## src/rtl/vtpg_pkg.sv

```systemverilog
package vtpg_pkg;

  typedef enum logic [2:0] {
    MD_PASS  = 3'd0,
    MD_COMBO = 3'd1,
    MD_VBAR  = 3'd2,
    MD_HBAR  = 3'd3,
    MD_NOISE = 3'd4,
    MD_RAMP  = 3'd5,
    MD_RSVD  = 3'd6,
    MD_MID   = 3'd7
  } mode_e;

  // 75% bar colours as 8-bit {Y, U, V}, index 0 at the left or top
  function automatic logic [23:0] bar_yuv8(input logic [2:0] idx);
    case (idx)
      3'd0:    return {8'd180, 8'd128, 8'd128};
      3'd1:    return {8'd162, 8'd44,  8'd142};
      3'd2:    return {8'd131, 8'd156, 8'd44};
      3'd3:    return {8'd112, 8'd72,  8'd58};
      3'd4:    return {8'd84,  8'd184, 8'd198};
      3'd5:    return {8'd65,  8'd100, 8'd212};
      3'd6:    return {8'd35,  8'd212, 8'd114};
      default: return {8'd16,  8'd128, 8'd128};
    endcase
  endfunction

endpackage

```

## src/rtl/vtpg_bar_index.sv

```systemverilog
module vtpg_bar_index #(
  parameter int PW = 12
) (
  input  logic [PW-1:0] pos,
  input  logic [PW-1:0] span,
  output logic [2:0]    idx
);
  localparam int EW = PW + 3;

  logic [EW-1:0] pos8;
  logic [EW-1:0] span_e;
  logic [6:0]    ge;

  assign pos8   = {pos, 3'b000};
  assign span_e = EW'(span);

  // bar k starts where 8*pos reaches k*span
  for (genvar k = 1; k < 8; k++) begin : g_edge
    assign ge[k-1] = pos8 >= (EW'(k) * span_e);
  end

  always_comb begin
    idx = '0;
    for (int i = 0; i < 7; i++) idx = idx + {2'b00, ge[i]};
  end

endmodule

```

## src/rtl/vtpg_noise.sv

```systemverilog
module vtpg_noise #(
  parameter int          DW   = 8,
  parameter logic [15:0] SEED = 16'hACE1
) (
  input  logic          clk,
  input  logic          rst,
  input  logic          load,
  input  logic          adv,
  output logic [DW-1:0] noise
);
  logic [15:0] lfsr;
  logic        fb;

  assign fb    = lfsr[15] ^ lfsr[13] ^ lfsr[12] ^ lfsr[10];
  assign noise = lfsr[15 -: DW];

  always_ff @(posedge clk) begin
    if (rst || load) lfsr <= SEED;
    else if (adv)    lfsr <= {lfsr[14:0], fb};
  end

  AST_LFSR_NONZERO: assert property (@(posedge clk) disable iff (rst)
    lfsr != 16'd0);
  AST_LFSR_HOLD: assert property (@(posedge clk) disable iff (rst)
    (!$past(load) && !$past(adv)) |-> $stable(lfsr));

endmodule

```

## src/rtl/vtpg_top.sv

```systemverilog
module vtpg_top
  import vtpg_pkg::*;
#(
  parameter int XW = 12,
  parameter int YW = 11,
  parameter int DW = 8
) (
  input  logic          clk,
  input  logic          rst,
  input  logic [2:0]    mode_sel,
  input  logic          frame_start,
  input  logic          active,
  input  logic [XW-1:0] pix_x,
  input  logic [YW-1:0] line_y,
  input  logic [XW-1:0] act_width,
  input  logic [YW-1:0] act_height,
  input  logic [DW-1:0] in_y,
  input  logic [DW-1:0] in_u,
  input  logic [DW-1:0] in_v,
  output logic [DW-1:0] out_y,
  output logic [DW-1:0] out_u,
  output logic [DW-1:0] out_v
);
  localparam int          SH      = DW - 8;
  localparam logic [DW-1:0] MID   = DW'(1) << (DW - 1);
  localparam logic [DW-1:0] BLK_Y = DW'(16) << SH;

  mode_e         mode_q;
  logic [2:0]    vidx, hidx;
  logic [23:0]   vcol, hcol;
  logic [DW-1:0] noise_y;
  logic          upper_half;
  logic [DW-1:0] nxt_y, nxt_u, nxt_v;

  vtpg_bar_index #(.PW(XW)) u_vidx (.pos(pix_x),  .span(act_width),  .idx(vidx));
  vtpg_bar_index #(.PW(YW)) u_hidx (.pos(line_y), .span(act_height), .idx(hidx));

  vtpg_noise #(.DW(DW)) u_noise (
    .clk(clk), .rst(rst), .load(frame_start), .adv(active), .noise(noise_y)
  );

  assign vcol       = bar_yuv8(vidx);
  assign hcol       = bar_yuv8(hidx);
  assign upper_half = {line_y, 1'b0} < {1'b0, act_height};

  always_ff @(posedge clk) begin
    if (rst)              mode_q <= MD_PASS;
    else if (frame_start) mode_q <= mode_e'(mode_sel);
  end

  always_comb begin
    nxt_y = BLK_Y;
    nxt_u = MID;
    nxt_v = MID;
    if (active) begin
      unique case (mode_q)
        MD_PASS: begin
          nxt_y = in_y; nxt_u = in_u; nxt_v = in_v;
        end
        MD_COMBO: begin
          if (upper_half) begin
            nxt_y = DW'(vcol[23:16]) << SH;
            nxt_u = DW'(vcol[15:8]) << SH;
            nxt_v = DW'(vcol[7:0]) << SH;
          end else begin
            nxt_y = DW'(pix_x);
          end
        end
        MD_VBAR: begin
          nxt_y = DW'(vcol[23:16]) << SH;
          nxt_u = DW'(vcol[15:8]) << SH;
          nxt_v = DW'(vcol[7:0]) << SH;
        end
        MD_HBAR: begin
          nxt_y = DW'(hcol[23:16]) << SH;
          nxt_u = DW'(hcol[15:8]) << SH;
          nxt_v = DW'(hcol[7:0]) << SH;
        end
        MD_NOISE: nxt_y = noise_y;
        MD_RAMP:  nxt_y = DW'(pix_x);
        MD_MID:   nxt_y = MID;
        default:  nxt_y = BLK_Y;
      endcase
    end
  end

  always_ff @(posedge clk) begin
    if (rst) begin
      out_y <= BLK_Y;
      out_u <= MID;
      out_v <= MID;
    end else begin
      out_y <= nxt_y;
      out_u <= nxt_u;
      out_v <= nxt_v;
    end
  end

  AST_BLANK_OUTSIDE: assert property (@(posedge clk) disable iff (rst)
    !$past(active) |-> (out_y == BLK_Y && out_u == MID && out_v == MID));
  AST_MODE_HELD: assert property (@(posedge clk) disable iff (rst)
    !$past(frame_start) |-> $stable(mode_q));
  AST_MID_SCALE: assert property (@(posedge clk) disable iff (rst)
    ($past(active) && $past(mode_q) == MD_MID) |-> (out_y == MID && out_u == MID && out_v == MID));

endmodule

```

## config.mk

```make
export PLATFORM = sky130hd
export DESIGN_NAME = vtpg_top
export DESIGN_NICKNAME = d
export VERILOG_FILES = /design/src/rtl/vtpg_pkg.sv /design/src/rtl/vtpg_bar_index.sv /design/src/rtl/vtpg_noise.sv /design/src/rtl/vtpg_top.sv
export SDC_FILE = /design/constraint.sdc
export NUM_CORES = 1
export LEC_CHECK = 0
export BUFFER_PORTS_ARGS = -buffer_cell sky130_fd_sc_hd__clkbuf_2
export CORE_UTILIZATION = 30
export CTS_BUF_LIST = sky130_fd_sc_hd__clkbuf_16
export CTS_CLUSTER_DIAMETER = 200
export DETAILED_ROUTE_END_ITERATION = 10
export HOLD_SLACK_MARGIN = 0.12
export PLACE_DENSITY = 0.52
export SKIP_LAST_GASP = 1
export SLEW_MARGIN = 20
export SYNTH_ARGS = -nofsm -noshare
export SYNTH_HDL_FRONTEND = slang
export SYNTH_SLANG_ARGS = --single-unit
```

## constraint.sdc

```tcl
create_clock -name clk -period 6.8 [get_ports clk]
set_input_delay 0.68 -clock clk [delete_from_list [all_inputs] [get_ports clk]]
set_output_delay 0.68 -clock clk [all_outputs]
set_load 0.03 [all_outputs]
```

==> metrics.md <==
| Metric | Value |
|---|---|
| Adder-cell share of the synthesized area | approximately 43% |
| PwrDens | 241 mW/mm^2 |
| Die Area | 0.0300 sq mm |
| Worst hold path stage count | 2 |
| Routed WL | roughly 23000 um |
| Crit-path max FO | 6 |
| Largest area contributor in the netlist | ha_1 |
| Critical path type | in -> reg |
| I/O Pins | just over 100 |
| Post-synth EDFFs | 0 |
| Sinks on Clock Net | 43 |
| Sw Share | 46.0% |
| Num CTS Buffers | 5 |
| H-tree depth | 2 |
| Fin area | roughly 0.011 sq mm |
| Die Ht | 173 um |
| Origin of the worst setup path | act_width[1] |
| Drt first-iter violations | 265 |
| Post-layout nets | ~1600 |
| Post-synthesis cell area | around 0.0088 sq mm |
| Avg Inst Size Synth | 8.50 sq um |
| Post-route minimum period | ~6.6 ns |
| Fin. max-slew vios | 0 |
| CP Capture Type | register |
| Pre-CTS worst setup slack | -0.501 ns |
| Max VDD drop | roughly 150 uV |
| Maxcap violations | 0 |
| Sw Pwr | around 0.0012 W |
| ANT nets after route | 0 |
| Final Skew | 0.00905 ns |
| Layout cells sized above 1 | ~23% |
| RePlAce Congestion | between 0.8 and 0.9 |
| Async set-reset flop share out of synthesis | 0% |
| IO Port Bufs | 100 |
| Yosys reg bits | between 40 and 50 |
| Dpl hpwl | roughly 19000 um |
| Worst path max stage delay | 0.47 ns |
| Grt ovf | 0 |
| Ys flop type | dfxtp_1 |
| Max Clk Rate | around 150 MHz |
| Worst Reg2Reg Path Length in Cells | 5 |
| Initial Util | a little under a third |
| Global-route wire length before repair | around 38000 um |
| Net count of the mapped netlist | between 1000 and 1500 |
| Fillers | 2955 |
| GRT Total Usage | between 15 and 20% |
| Gate Count Post-Synth | about 1000 |
| Die width | 173 um |
| CP Data Arrival Time | roughly 6.8 ns |
| Drt first pass iters | 5 |
| Min-delay worst type | reg -> reg |
| Most frequent CP cell | maj3_2 |
| Critical-path top delay cell | fa_2 |
| Multiplexer share of the synthesized area | about 2.9% |
| Worst rel slew slack | 38.3% |
| Clock Pin Slew Worst Setup and Hold Paths | ~0.06 ns |
| Clock tree buffer depth | 2 |
| Tcrit/Tclk final | around 97% |
| Seq/Total Area, Yosys | slightly below 10% |
| Top cells by area, synth | ha_1 34%, dfxtp_1 9.8%, fa_1 7.5% |
| Largest net degree at the start of global routing | 21 |
| Clock share of power | between 8 and 9% |
| Critical path buffer and inverter count | 3 |
| Simple-gate area share of the yosys netlist | about an eighth |
| Core Box Area | 0.0288 sq mm |
| P_leak | 5.31 nW |
| Internal power | approximately 0.0014 W |
| Largest family of logic cells by synthesized area | adder cells |
| Min-delay src | u_noise.lfsr[6] |
| Routed wire per std cell | roughly 14 um |
| Final setup violation count | 0 |
| Reg2reg start | mode_q[1] |
| Flop-to-flop setup slack | around 4.3 ns |
| Cell Rows | between 60 and 70 |
| Worst path depth | 30 |
| CTS tree | yes |
| Routed vias/inst | 4.94 |
| Status | finished, final reports clean |
| Root Driver | clkbuf_16 |
| Diodes inserted | 0 |
| Placed cell areas | ~0.010 sq mm |
| Ys Warns | 0 |
| RSZ-0062 raised after global routing | yes |
| XOR/XNOR share of the synthesized area | under 10% |
| Worst-Margin Slew | between 0.9 and 1 ns |
| Layout area overhead | 24.1% |
| Synth unique cells | slightly above 60 |
| CP required | ~7.0 ns |
| DR DRC count | 0 |
| Vias in the first global route | between 7000 and 8000 |
| Initial antenna violation count | 0 |
| Worst Setup Start Kind | input pin |
| Final hold viol count | 0 |
| Seq pwr share | 10.7% |
| Setup ws final | approximately 0.19 ns |
| Comb power frac | between 80% and 90% |
| Skew-Pair Late Insertion Delay | 0.28 ns |
| Vias | between 7000 and 8000 |
| Complex-gate fraction of the synthesized area | between 20% and 30% |
| Top cell type's share of synthesized area | 34.2% |
| CP delay by family, top | adder cells |
## flip-flops by register name, summed over array words and instances (netlist names)
register / cells
u_noise.lfsr: 16
out_y: 8
out_v: 8
mode_q: 3
out_u: 8
## worst paths after layout
path	endpoint
setup / recovery	out_u[7]
hold / removal	u_noise.lfsr[6]
setup reg to reg	out_u[6]
hold reg to reg	u_noise.lfsr[6]
## power groups by stage
stage	sequential (W)	combinational (W)	clock, W
3_3_place_gp	0.000287	0.00200	0
4_1_cts	0.000282	0.00206	0.000238
5_1_grt	0.000283	0.00239	0.000250
2_1_floorplan	0.000309	0.00124	0
3_5_place_dp	0.000287	0.00201	0
6_report	0.000281	0.00212	0.000234
## cell usage after synthesis, types with 3 or more instances
| cell | count |
|---|---|
| a221oi_1 | 7 |
| nor2_1 | 51 |
| or2_2 | 8 |
| xnor2_1 | 35 |
| and2_1 | 5 |
| a211o_1 | 3 |
| o211ai_1 | 11 |
| o2111ai_1 | 4 |
| a21boi_0 | 4 |
| inv_1 | 94 |
| nor3b_1 | 4 |
| o21ai_0 | 54 |
| a222oi_1 | 3 |
| o22ai_1 | 3 |
| nand2_1 | 47 |
| a211oi_1 | 9 |
| a21oi_1 | 83 |
| nand4_1 | 4 |
| dfxtp_1 | 43 |
| a31oi_1 | 14 |
| maj3_2 | 4 |
| nor2b_1 | 17 |
| nand2b_1 | 23 |
| mux2_2 | 3 |
| xor2_1 | 14 |
| ha_1 | 241 |
| fa_1 | 33 |
| a21o_1 | 29 |
| nor3_1 | 24 |
| or3_1 | 10 |
| maj3_1 | 3 |
| o21a_1 | 28 |
| nor4_1 | 4 |
| mux2i_1 | 22 |
| o311a_1 | 3 |
| clkbuf_1 | 16 |
| o21bai_1 | 14 |
| nand3_1 | 26 |
## through the flow
stage,TNS [ns],cells,hold WS [ns],utilization [%],power [W]
finish,0,1613,0.480,38.0,0.00263
global route,-0.223,1613,0.510,38.0,0.00293
CTS,0,1611,0.482,37.4,0.00258
detailed placement,-5.84,1599,0.466,36.3,0.00229
global placement,-3.47,1599,0.461,36.3,0.00228
floorplan,0,1036,0.441,-,0.00155
## worst min-delay path, stage by stage, from the launching register on
cell and delay, ns:
dfxtp_1 0.33, mux2i_1 0.06, nand2_1 0.06
## logic make-up after synthesis
kind of cell | after synthesis
buffers and inverters | 112
adders and majority gates | 281
muxes | 25
and+or+nand+nor | 232
xor gates and xnor gates | 49
DFF | 43
AOI/OAI and AO/OA | 294
## metal layers
layer	part of all wire, %	vias to the layer above	routed length [um]	global-route usage, %
met2	48	109	10900	26.4
met5	0	-	0	0
met1	50	3683	11400	21.1
met3	2.2	5	494	1.25
met4	0.32	0	72	1.55
li1	-	4171	-	-
## repair_timing
item                                   CTS  global route
pin swaps                               23            45
hold buffers                             0             0
gates cloned                             0             0
buffers inserted                         4             3
endpoints found under the hold margin    0             0
setup endpoints to repair                8            20
resized for setup                       29            48
## area by class of cell
cell class              instances  area [sq um]  area share, %
well taps                     384           480           4.40
clock inverters                 3          16.3          0.149
multi-input cells             881          7770           71.1
inverters                      94           353           3.23
clock buffers                   5           125           1.15
repair buffers                203          1320           12.1
flip-flops and latches         43           861           7.88
## cell usage in the layout, fill, tap and decap left out, types with 28 or more instances in the layout
master	instances
a21o_1	29
ha_1	231
o21ai_0	39
a21oi_1	74
dfxtp_1	43
inv_1	91
nand2_1	46
fa_1	30
o21a_1	28
buf_4	103
xnor2_1	34
nor2_1	50
clkbuf_2	95
Note: power is estimated with default switching activity, not from simulation.
